$ cat src/rtl/i2cs_pkg.sv
package i2cs_pkg;
  localparam int unsigned NCH = 2;
  localparam int unsigned CH_W = $clog2(NCH);
  localparam logic [6:0] BASE_ADDR = 7'b0001000;

  typedef enum logic [2:0] {
    S_IDLE, S_ADDR, S_AACK, S_WDAT, S_WACK, S_RDAT, S_RACK, S_WAIT
  } bus_st_e;

  // The channel index fills bit 1 of the address and the strap fills bit 0.
  function automatic logic [6:0] chan_addr(input int unsigned ch, input logic strap_bit);
    return BASE_ADDR | 7'(ch << 1) | {6'b0, strap_bit};
  endfunction

  // The read-back byte: three zero bits, then three echoed control bits, then the two live flags.
  function automatic logic [7:0] status_byte(input logic [7:0] ctrl, input logic ot, input logic ol);
    return {3'b000, ctrl[4:2], ot, ol};
  endfunction
endpackage

$ cat src/rtl/i2cs_sync_edge.sv
module i2cs_sync_edge #(
  parameter int unsigned STAGES = 2
) (
  input  logic clk,
  input  logic rst_n,
  input  logic din,
  output logic q,
  output logic rise,
  output logic fall
);
  logic [STAGES-1:0] chain;
  logic prev;

  // The bus idles high, so the chain resets to 1.
  always_ff @(posedge clk or negedge rst_n) begin
    if (!rst_n) begin
      chain <= '1;
      prev  <= 1'b1;
    end else begin
      chain <= {chain[STAGES-2:0], din};
      prev  <= chain[STAGES-1];
    end
  end

  assign q    = chain[STAGES-1];
  assign rise = q & ~prev;
  assign fall = ~q & prev;
endmodule

$ cat src/rtl/i2cs_chan_reg.sv
module i2cs_chan_reg
  import i2cs_pkg::*;
(
  input  logic       clk,
  input  logic       rst_n,
  input  logic       uv,
  input  logic       wr,
  input  logic [7:0] wdata,
  input  logic       ot,
  input  logic       ol,
  output logic [7:0] ctrl,
  output logic [7:0] status
);
  always_ff @(posedge clk or negedge rst_n) begin
    if (!rst_n)  ctrl <= '0;
    else if (uv) ctrl <= '0;
    else if (wr) ctrl <= wdata;
  end

  assign status = status_byte(ctrl, ot, ol);

  assert_hold_R3: assert property (@(posedge clk) disable iff (!rst_n)
    (!wr && !uv) |=> $stable(ctrl));
  assert_uv_clear_R7: assert property (@(posedge clk) disable iff (!rst_n)
    uv |=> (ctrl == 8'h00));
endmodule

$ cat src/rtl/i2cs_bus_fsm.sv
module i2cs_bus_fsm
  import i2cs_pkg::*;
(
  input  logic                    clk,
  input  logic                    rst_n,
  input  logic                    uv,
  input  logic                    scl,
  input  logic                    scl_rise,
  input  logic                    scl_fall,
  input  logic                    sda,
  input  logic                    start_ev,
  input  logic                    stop_ev,
  input  logic [NCH-1:0][6:0]     addr_tab,
  input  logic [NCH-1:0][7:0]     status_tab,
  output logic                    sda_oe,
  output logic                    wr_pulse,
  output logic [CH_W-1:0]         wr_sel,
  output logic [7:0]              wr_data
);
  bus_st_e         st;
  logic            bus_free;
  logic [3:0]      cnt;
  logic [7:0]      sh;
  logic            rd;
  logic            mack;
  logic            hit;
  logic [CH_W-1:0] hit_idx;

  always_comb begin
    hit = 1'b0;
    hit_idx = '0;
    for (int c = 0; c < NCH; c++) begin
      if (sh[7:1] == addr_tab[c]) begin
        hit = 1'b1;
        hit_idx = CH_W'(c);
      end
    end
  end

  always_ff @(posedge clk or negedge rst_n) begin
    if (!rst_n) begin
      st <= S_IDLE; bus_free <= 1'b1; sda_oe <= 1'b0; cnt <= '0;
      sh <= '0; rd <= 1'b0; mack <= 1'b0; wr_pulse <= 1'b0; wr_sel <= '0;
    end else begin
      wr_pulse <= 1'b0;
      if (uv || stop_ev) begin
        st <= S_IDLE; bus_free <= 1'b1; sda_oe <= 1'b0;
      end else if (start_ev) begin
        sda_oe <= 1'b0; cnt <= '0; bus_free <= 1'b0;
        st <= bus_free ? S_ADDR : S_WAIT;
      end else begin
        unique case (st)
          S_ADDR, S_WDAT: begin
            if (scl_rise) begin
              sh <= {sh[6:0], sda};
              cnt <= cnt + 4'd1;
            end else if (scl_fall && cnt == 4'd8) begin
              if (st == S_WDAT) begin
                wr_pulse <= 1'b1; sda_oe <= 1'b1; st <= S_WACK;
              end else if (hit) begin
                sda_oe <= 1'b1; wr_sel <= hit_idx; rd <= sh[0]; st <= S_AACK;
              end else begin
                st <= S_WAIT;
              end
            end
          end
          S_AACK: if (scl_fall) begin
            cnt <= '0;
            if (rd) begin
              sh <= status_tab[wr_sel]; sda_oe <= ~status_tab[wr_sel][7]; st <= S_RDAT;
            end else begin
              sda_oe <= 1'b0; st <= S_WDAT;
            end
          end
          S_WACK: if (scl_fall) begin
            sda_oe <= 1'b0; st <= S_WAIT;
          end
          S_RDAT: if (scl_fall) begin
            if (cnt == 4'd7) begin
              sda_oe <= 1'b0; st <= S_RACK;
            end else begin
              sh <= {sh[6:0], 1'b0}; sda_oe <= ~sh[6]; cnt <= cnt + 4'd1;
            end
          end
          S_RACK: begin
            if (scl_rise) mack <= ~sda;
            else if (scl_fall) begin
              cnt <= '0;
              if (mack) begin
                sh <= status_tab[wr_sel]; sda_oe <= ~status_tab[wr_sel][7]; st <= S_RDAT;
              end else begin
                st <= S_WAIT;
              end
            end
          end
          default: ;
        endcase
      end
    end
  end

  assign wr_data = sh;

  assert_oe_rise_scl_low_R10: assert property (@(posedge clk) disable iff (!rst_n)
    $rose(sda_oe) |-> !scl);
  assert_single_commit_R6: assert property (@(posedge clk) disable iff (!rst_n)
    wr_pulse |=> !wr_pulse);
  assert_uv_silent_R7: assert property (@(posedge clk) disable iff (!rst_n)
    uv |=> (!sda_oe && !wr_pulse));
  assert_no_drive_idle_R9: assert property (@(posedge clk) disable iff (!rst_n)
    (st == S_WAIT || st == S_IDLE) |-> !sda_oe);
endmodule

$ cat src/rtl/dual_ctl_bus_slave.sv
module dual_ctl_bus_slave
  import i2cs_pkg::*;
#(
  parameter int unsigned SYNC_STAGES = 2
) (
  input  logic       clk,
  input  logic       rst_n,
  input  logic       scl_i,
  input  logic       sda_i,
  output logic       sda_oe,
  input  logic       uv_i,
  input  logic [1:0] strap,
  input  logic [1:0] over_temp,
  input  logic [1:0] over_load,
  output logic [7:0] ctrl_a,
  output logic [7:0] ctrl_b
);
  logic scl_q, scl_rise, scl_fall;
  logic sda_q, sda_rise, sda_fall;
  logic start_ev, stop_ev;
  logic wr_pulse;
  logic [CH_W-1:0] wr_sel;
  logic [7:0] wr_data;
  logic [NCH-1:0][6:0] addr_tab;
  logic [NCH-1:0][7:0] status_tab;
  logic [NCH-1:0][7:0] ctrl;

  i2cs_sync_edge #(.STAGES(SYNC_STAGES)) u_scl (
    .clk(clk), .rst_n(rst_n), .din(scl_i), .q(scl_q), .rise(scl_rise), .fall(scl_fall));
  i2cs_sync_edge #(.STAGES(SYNC_STAGES)) u_sda (
    .clk(clk), .rst_n(rst_n), .din(sda_i), .q(sda_q), .rise(sda_rise), .fall(sda_fall));

  assign start_ev = scl_q & sda_fall;
  assign stop_ev  = scl_q & sda_rise;

  for (genvar c = 0; c < NCH; c++) begin : g_chan
    assign addr_tab[c] = chan_addr(c, strap[c]);
    i2cs_chan_reg u_reg (
      .clk(clk), .rst_n(rst_n), .uv(uv_i),
      .wr(wr_pulse && (wr_sel == CH_W'(c))), .wdata(wr_data),
      .ot(over_temp[c]), .ol(over_load[c]),
      .ctrl(ctrl[c]), .status(status_tab[c]));
  end

  i2cs_bus_fsm u_fsm (
    .clk(clk), .rst_n(rst_n), .uv(uv_i), .scl(scl_q),
    .scl_rise(scl_rise), .scl_fall(scl_fall), .sda(sda_q),
    .start_ev(start_ev), .stop_ev(stop_ev),
    .addr_tab(addr_tab), .status_tab(status_tab),
    .sda_oe(sda_oe), .wr_pulse(wr_pulse), .wr_sel(wr_sel), .wr_data(wr_data));

  assign ctrl_a = ctrl[0];
  assign ctrl_b = ctrl[1];

  assert_write_needs_ack_R3: assert property (@(posedge clk) disable iff (!rst_n)
    wr_pulse |-> !uv_i);
endmodule

$ cat config.mk
export PLATFORM = sky130hd
export DESIGN_NAME = dual_ctl_bus_slave
export DESIGN_NICKNAME = d
export VERILOG_FILES = /design/src/rtl/i2cs_pkg.sv /design/src/rtl/i2cs_sync_edge.sv /design/src/rtl/i2cs_chan_reg.sv /design/src/rtl/i2cs_bus_fsm.sv /design/src/rtl/dual_ctl_bus_slave.sv
export SDC_FILE = /design/constraint.sdc
export NUM_CORES = 1
export LEC_CHECK = 0
export BUFFER_PORTS_ARGS = -buffer_cell sky130_fd_sc_hd__buf_4
export CAP_MARGIN = 20
export CORE_ASPECT_RATIO = 1.1
export CORE_MARGIN = 4
export CORE_UTILIZATION = 35
export DETAILED_ROUTE_END_ITERATION = 8
export PLACE_DENSITY = 0.58
export RECOVER_POWER = 100
export SLEW_MARGIN = 30
export SYNTH_ARGS = -nofsm -noshare
export SYNTH_HDL_FRONTEND = slang
export SYNTH_HIERARCHICAL = 1
export SYNTH_SLANG_ARGS = --single-unit
$ cat constraint.sdc
create_clock -name clk -period 3.3 [get_ports clk]
set_input_delay 0.165 -clock clk [delete_from_list [all_inputs] [get_ports clk]]
set_output_delay 0.165 -clock clk [all_outputs]
set_load 0.005 [all_outputs]
==> results of run 1 <==
-- path summary, 6_finish.rpt --
path	endpoint	slack [ns]	cells after the start
hold / removal	g_chan[0].u_reg/ctrl[1]	0.20	2
max in group asynchronous	u_scl/chain[0]	2.51	2
setup reg to reg	u_fsm/rd	0.74	7
min in group asynchronous	g_chan[0].u_reg/ctrl[1]	0.39	2
hold reg to reg	u_scl/chain[1]	0.36	0
setup / recovery	u_fsm/rd	0.74	7
-- per-stage QoR --
stage | worst slack [ns] | instance area (sq um) | hold WS (ns) | power, W | util, %
after floorplan | 0.889 | 2630 | -0.131 | 0.00104 | -
after global placement | 0.970 | 2780 | 0.193 | 0.00115 | 39.2
after detailed placement | 0.954 | 2780 | 0.204 | 0.00116 | 39.2
after CTS | 0.941 | 2950 | 0.197 | 0.00167 | 41.6
after global routing | 0.494 | 2940 | 0.204 | 0.00175 | 41.4
final | 0.744 | 2940 | 0.197 | 0.00165 | 41.4
-- cells in the mapped netlist (2+ instances only) --
master	instances
nand4_1	2
a21oi_1	6
o21ai_0	14
xor2_1	8
o22ai_1	3
buf_4	16
ha_1	2
nor2b_1	5
clkbuf_1	5
nor3_1	4
nand2_1	14
a2111oi_0	2
a21boi_0	2
dfrtp_1	36
and4_1	2
buf_1	2
a31oi_1	2
buf_6	2
mux2i_1	29
conb_1	4
o21a_1	2
inv_1	10
a41oi_1	2
and2_1	4
dfstp_2	7
and3b_1	2
nor2_1	22
buf_2	2
nand3_1	4
xnor2_1	6
mux2_2	9
and2b_2	3
-- worst register-to-register path: cells and delay by family, from the launching register on --
family | cells | cell delay, ns
muxes | 1 | 0.35
buffers and inverters | 1 | 0.25
and+or+nand+nor | 4 | 0.83
AOI/OAI and AO/OA | 1 | 0.41
DFF | 1 | 0.61
-- logic make-up (layout without fill, tap and decap cells) --
family,after synthesis,count (layout),share of synthesized area (%)
simple gates,72,72,16.1
buf+inv,37,51,8.41
xor+xnor,14,14,4.76
compound gates,42,42,11.3
fa+ha+maj,2,2,0.972
mux,39,39,15.8
other cells,4,18,0.583
flops,43,43,42.1
-- state kept, by name (all words and copies together) (netlist names), 2 cells and up --
| signal | cells |
|---|---|
| u_scl/chain | 2 |
| u_fsm/cnt | 4 |
| u_sda/chain | 2 |
| g_chan.u_reg/ctrl | 16 |
| u_fsm/wr_data | 8 |
| u_fsm/st | 3 |
-- final cells by class --
cell class	instances	area (sq um)
Multi-Input combinational cell	187	1320
Clock inverter	3	67.6
Sequential cell	43	1080
Tap cell	85	106
Timing Repair Buffer	33	251
Inverter	10	37.5
Fill cell	695	4150
Clock buffer	5	68.8
-- power by group through the flow --
| stage | registers, W | clock network (W) | logic [W] |
|---|---|---|---|
| 4_1_cts | 0.000753 | 0.000518 | 0.000402 |
| 5_1_grt | 0.000766 | 0.000535 | 0.000453 |
| 2_1_floorplan | 0.000700 | 0 | 0.000336 |
| 3_3_place_gp | 0.000762 | 0 | 0.000391 |
| 3_5_place_dp | 0.000764 | 0 | 0.000396 |
| 6_report | 0.000748 | 0.000499 | 0.000398 |
-- routing by layer --
layer | track usage [%] | vias up | wire length (um)
li1 | - | 906 | -
met1 | 16.4 | 887 | 2450
met2 | 22.5 | 44 | 2600
met3 | 2.77 | 11 | 230
met4 | 6.37 | 0 | 114
met5 | 0 | - | 0
-- what timing repair did --
action                                  4_1_cts  5_1_grt
hold endpoints to repair                     38        0
endpoints found under the setup margin        0        0
hold buffers                                  3        0
setup buffers                                 0        0
==> flow_metrics.env, run 1 <==
export IMPL_crit_fanout=10
export IMPL_r2r_start="u_sda/chain[1]"
export IMPL_crit_start="u_sda/chain[1]"
export IMPL_fin_nets=293
export IMPL_cts_root_buf="clkbuf_8"
export IMPL_row_count=32
export IMPL_synth_edf_count=0
export IMPL_grt_use_total_pct=13.3
export IMPL_fin_crit_sh_pct=77.4
export IMPL_rsz0062_at_grt="no"
export IMPL_final_common_cell="dfrtp_1"
export IMPL_internal_power_w=0.00110
export IMPL_die_x_um=89.8
export IMPL_leakage_nw=1.32
export IMPL_final_layout_size_suffix_gt1_share_pct=20.6
export IMPL_max_stage_delay_ns=0.61
export IMPL_dpl_cell_count=355
export IMPL_via_count=1848
export IMPL_clockBufferDepth=2
export IMPL_cts_buffers=5
export IMPL_htreeDepth=2
export IMPL_hold_viol=0
export IMPL_finalSetupViolations=0
export IMPL_fin_setup_tns_ns=0
export IMPL_grt_ovfl_total=0
export IMPL_netlist_instances=253
export IMPL_core_area_sq_um=7090
export IMPL_antenna_found_initial=0
export IMPL_yosysWarnings=6
export IMPL_grt_start_max_net_pins=44
export IMPL_drt_iter0_drc=89
export IMPL_cts_tree="yes"
export IMPL_drc=0
export IMPL_path_cells="and2b_2 -> and2_0 -> nor3_1 -> clkbuf_1 -> nand3_1 -> a2111oi_4 -> mux2_1"
export IMPL_ir_drop_mv=0.291
export IMPL_power_density_nw_per_um2=560
export IMPL_worst_pin_slew_ns=0.696
export IMPL_yosys_area_top_type="dfrtp_1"
export IMPL_cp_end_kind="register"
export IMPL_synth_flop_cell="dfrtp_1"
export IMPL_async_flop_share_pct=100
export IMPL_gp_congestion=0.836
export IMPL_cp_slowest_cell="dfstp_1"
export IMPL_status="completed"
export IMPL_ys_seq_area_share_pct=42.1
export IMPL_path_buf_inv=1
export IMPL_firstDrtPassIters=4
export IMPL_startpoint_type="register"
export IMPL_cp_data_required_time_ns=3.49
export IMPL_n_antenna_cell=0
export IMPL_swShare_pct=33.4
export IMPL_hpwl_mm=3.78
export IMPL_cts_resized=0
export IMPL_avgSynthCellArea_sq_um=10.2
export IMPL_synthToLayoutAreaGrowth_pct=14.0
export IMPL_start_util_pct=36.3
export IMPL_path_delay_family="simple AND/OR/NAND/NOR gates"
export IMPL_comb_power_share_pct=24.2
export IMPL_power_net_switching_w=0.000549
export IMPL_seqPwrFrac_pct=45.4
export IMPL_worstPathArrival_ns=2.75
export IMPL_synth_seq_cells=43
export IMPL_drv_slew=0
export IMPL_synth_area_top_cells="dfrtp_1 (35%), mux2i_1 (11%), dfstp_2 (7.1%)"
export IMPL_die_area_sq_um=8790
export IMPL_wl_mm=5.40
export IMPL_max_freq_mhz=391
export IMPL_crit_type="reg2reg"
export IMPL_clkLatencyLatePin_ns=0.31
export IMPL_synth_cell_type_count=52
export IMPL_slew_headroom_pct=53.6
export IMPL_synth_top_cell_area_share_pct=35.0
export IMPL_fin_skew_ns=0.00887
export IMPL_dieHeight_um=98.0
export IMPL_drv_cap=0
export IMPL_stdcell_count=366
export IMPL_period_needed_ns=2.56
export IMPL_hp_start="uv_i"
export IMPL_cts_sinks=43
export IMPL_ant_nets=0
export IMPL_grt_pass1_wl_mm=9.47
export IMPL_avgRoutedWirePerCell_um=14.7
export IMPL_syn_area_sq_um=2570
export IMPL_io_buffers=27
export IMPL_clkSlewWorstSetupHoldPaths_ns=0.09
export IMPL_ios=28
export IMPL_mostFrequentLayoutCells="dfrtp_1 (36), mux2i_1 (29), nor2_1 (22), clkbuf_4 (19), conb_1 (18)"
export IMPL_min_path_type="in2reg"
export IMPL_grt_pass1_vias=1895
export IMPL_viasPerCell=5.05
export IMPL_power_frac_clock_pct=30.3
Note: power is estimated with default switching activity, not from simulation.
==> run 2, diff against run 1 <==
--- a/config.mk
+++ b/config.mk
@@ -11,7 +11,7 @@
 export CORE_MARGIN = 4
 export CORE_UTILIZATION = 35
 export DETAILED_ROUTE_END_ITERATION = 8
-export PLACE_DENSITY = 0.58
+export PLACE_DENSITY = 0.6
 export RECOVER_POWER = 100
 export SLEW_MARGIN = 30
 export SYNTH_ARGS = -nofsm -noshare
==> constraint.sdc (replaced) <==
create_clock -name clk -period 2.15 [get_ports clk]
set_input_delay 0.1075 -clock clk [delete_from_list [all_inputs] [get_ports clk]]
set_output_delay 0.1075 -clock clk [all_outputs]
set_load 0.005 [all_outputs]
==> flow_metrics.env, run 2 (same netlist as run 1, synthesis figures left out) <==
export IMPL_htreeDepth=2
export IMPL_ant_nets=0
export IMPL_clockBufferDepth=2
export IMPL_period_needed_ns=2.08
export IMPL_finalSetupViolations=0
export IMPL_worst_pin_slew_ns=1.04
export IMPL_drt_iter0_drc=140
export IMPL_drc=0
export IMPL_comb_power_share_pct=29.9
export IMPL_clkLatencyLatePin_ns=0.29
export IMPL_grt_pass1_wl_mm=9.16
export IMPL_worstPathArrival_ns=2.29
export IMPL_wl_mm=5.44
export IMPL_final_layout_size_suffix_gt1_share_pct=28.4
export IMPL_crit_fanout=6
export IMPL_io_buffers=27
export IMPL_die_area_sq_um=8790
export IMPL_dieHeight_um=98.0
export IMPL_avgRoutedWirePerCell_um=14.2
export IMPL_cts_tree="yes"
export IMPL_status="completed"
export IMPL_hold_viol=0
export IMPL_antenna_found_initial=0
export IMPL_p_total_w=0.00250
export IMPL_hpwl_mm=4.04
export IMPL_cp_data_required_time_ns=2.36
export IMPL_cts_root_buf="clkbuf_8"
export IMPL_fin_setup_tns_ns=0
export IMPL_r2r_start="u_sda/chain[1]"
export IMPL_n_antenna_cell=0
export IMPL_min_path_type="in2reg"
export IMPL_fin_crit_sh_pct=96.8
export IMPL_clkSlewWorstSetupHoldPaths_ns=0.09
export IMPL_grt_pass1_vias=1858
export IMPL_power_net_switching_w=0.000863
export IMPL_ir_drop_mv=0.317
export IMPL_stdcell_count=384
export IMPL_reg2reg_to="u_fsm/st[2]"
export IMPL_dpl_cell_count=373
export IMPL_startpoint_type="register"
export IMPL_core_area_sq_um=7090
export IMPL_viasPerCell=4.90
export IMPL_mostFrequentLayoutCells="dfrtp_1 (36), mux2i_1 (29), buf_4 (26), nor2_1 (22)"
export IMPL_dp_slack_ns=-0.0250
export IMPL_firstDrtPassIters=4
export IMPL_rsz0062_at_grt="yes"
export IMPL_grt_use_total_pct=12.8
export IMPL_drv_slew=0
export IMPL_utilization_pct=43.8
export IMPL_crit_type="reg2reg"
export IMPL_synthToLayoutAreaGrowth_pct=20.6
export IMPL_cp_end_kind="register"
export IMPL_via_count=1880
export IMPL_fin_nets=311
export IMPL_min_to="g_chan[0].u_reg/ctrl[6]"
export IMPL_cts_buffers=5
export IMPL_swShare_pct=34.5
export IMPL_drv_cap=0
export IMPL_final_common_cell="dfrtp_1"
export IMPL_grt_start_max_net_pins=44
export IMPL_finalWorstSetupSlack_ns=0.0689
export IMPL_power_density_nw_per_um2=806
export IMPL_ff2ff_path_depth=7
export IMPL_internal_power_w=0.00164
export IMPL_max_freq_mhz=481
export IMPL_gp_congestion=0.890
export IMPL_fin_skew_ns=0.00705
export IMPL_cts_sinks=43
export IMPL_ios=28
export IMPL_start_util_pct=36.3
export IMPL_die_x_um=89.8
export IMPL_hp_start="uv_i"
export IMPL_slew_headroom_pct=30.9
export IMPL_grt_ovfl_total=0
export IMPL_seqPwrFrac_pct=44.3
export IMPL_largest_register="g_chan.u_reg/ctrl"
export IMPL_largest_register_ff_count=16
export IMPL_leakage_nw=1.40
export IMPL_reg2reg_slack_ns=0.07
export IMPL_post_cts_buffers=0
export IMPL_power_frac_clock_pct=25.8
export IMPL_hold_path_cell_count=2
export IMPL_row_count=32
run 2: cell count changes in the layout (fill, tap and decap cells not counted), sizes merged:
cell    delta
inv        +1
buf       +17
bufinv     -1
clkbuf     +1
run 2: cell type report:
type,instances,area (sq um)
Clock buffer,5,68.8
Inverter,10,37.5
Clock inverter,3,46.3
Timing Repair Buffer,51,393
Tap cell,85,106
Fill cell,663,3980
Sequential cell,43,1080
Multi-Input combinational cell,187,1370
run 2: what timing repair did:
item / CTS / global route
setup endpoints to repair: 1 / 8
hold endpoints to repair: 38 / 0
pin swaps: 0 / 1
gates resized for setup: 1 / 4
hold buffers: 3 / 0
run 2: worst max-delay path: stages, from the launching register on:
cell and delay [ns]:
dfstp_2 0.53, and2b_2 0.20, and2_1 0.17, or3_4 0.38
a31oi_2 0.18, a21oi_2 0.11, and4_1 0.22, a211oi_1 0.21
run 2: stage by stage:
| stage | instance area (sq um) | hold WS [ns] |
|---|---|---|
| floorplan | 2650 | -0.188 |
| global placement | 2950 | 0.138 |
| detailed placement | 2950 | 0.132 |
| CTS | 3090 | 0.138 |
| global route | 3100 | 0.147 |
| finish | 3100 | 0.141 |
run 2: worst max path at each step:
stage                   startpoint            to  slack (ns)
floorplan           u_sda/chain[1]   u_fsm/st[2]       -0.02
global placement    u_scl/chain[1]  u_fsm/cnt[2]       0.007
detailed placement  u_scl/chain[1]  u_fsm/cnt[2]       -0.02
CTS                 u_sda/chain[1]   u_fsm/st[2]        0.01
global route        u_sda/chain[1]   u_fsm/st[2]       -0.04
finish              u_sda/chain[1]   u_fsm/st[2]        0.07
run 2: per-layer routing:
metal,GRT usage (%),vias up,part of all wire (%)
met5,0,-,0
met4,5.07,0,1.7
met3,2.31,9,3.9
met2,20.6,42,46
met1,17.3,888,48
li1,-,941,-
run 2: power by group through the flow:
stage	combinational, W	clock [W]	sequential (W)
finish	0.000749	0.000644	0.00111
detailed placement	0.000731	0	0.00112
global placement	0.000724	0	0.00112
floorplan	0.000521	0	0.00108
global route	0.000836	0.000700	0.00113
CTS	0.000739	0.000672	0.00111
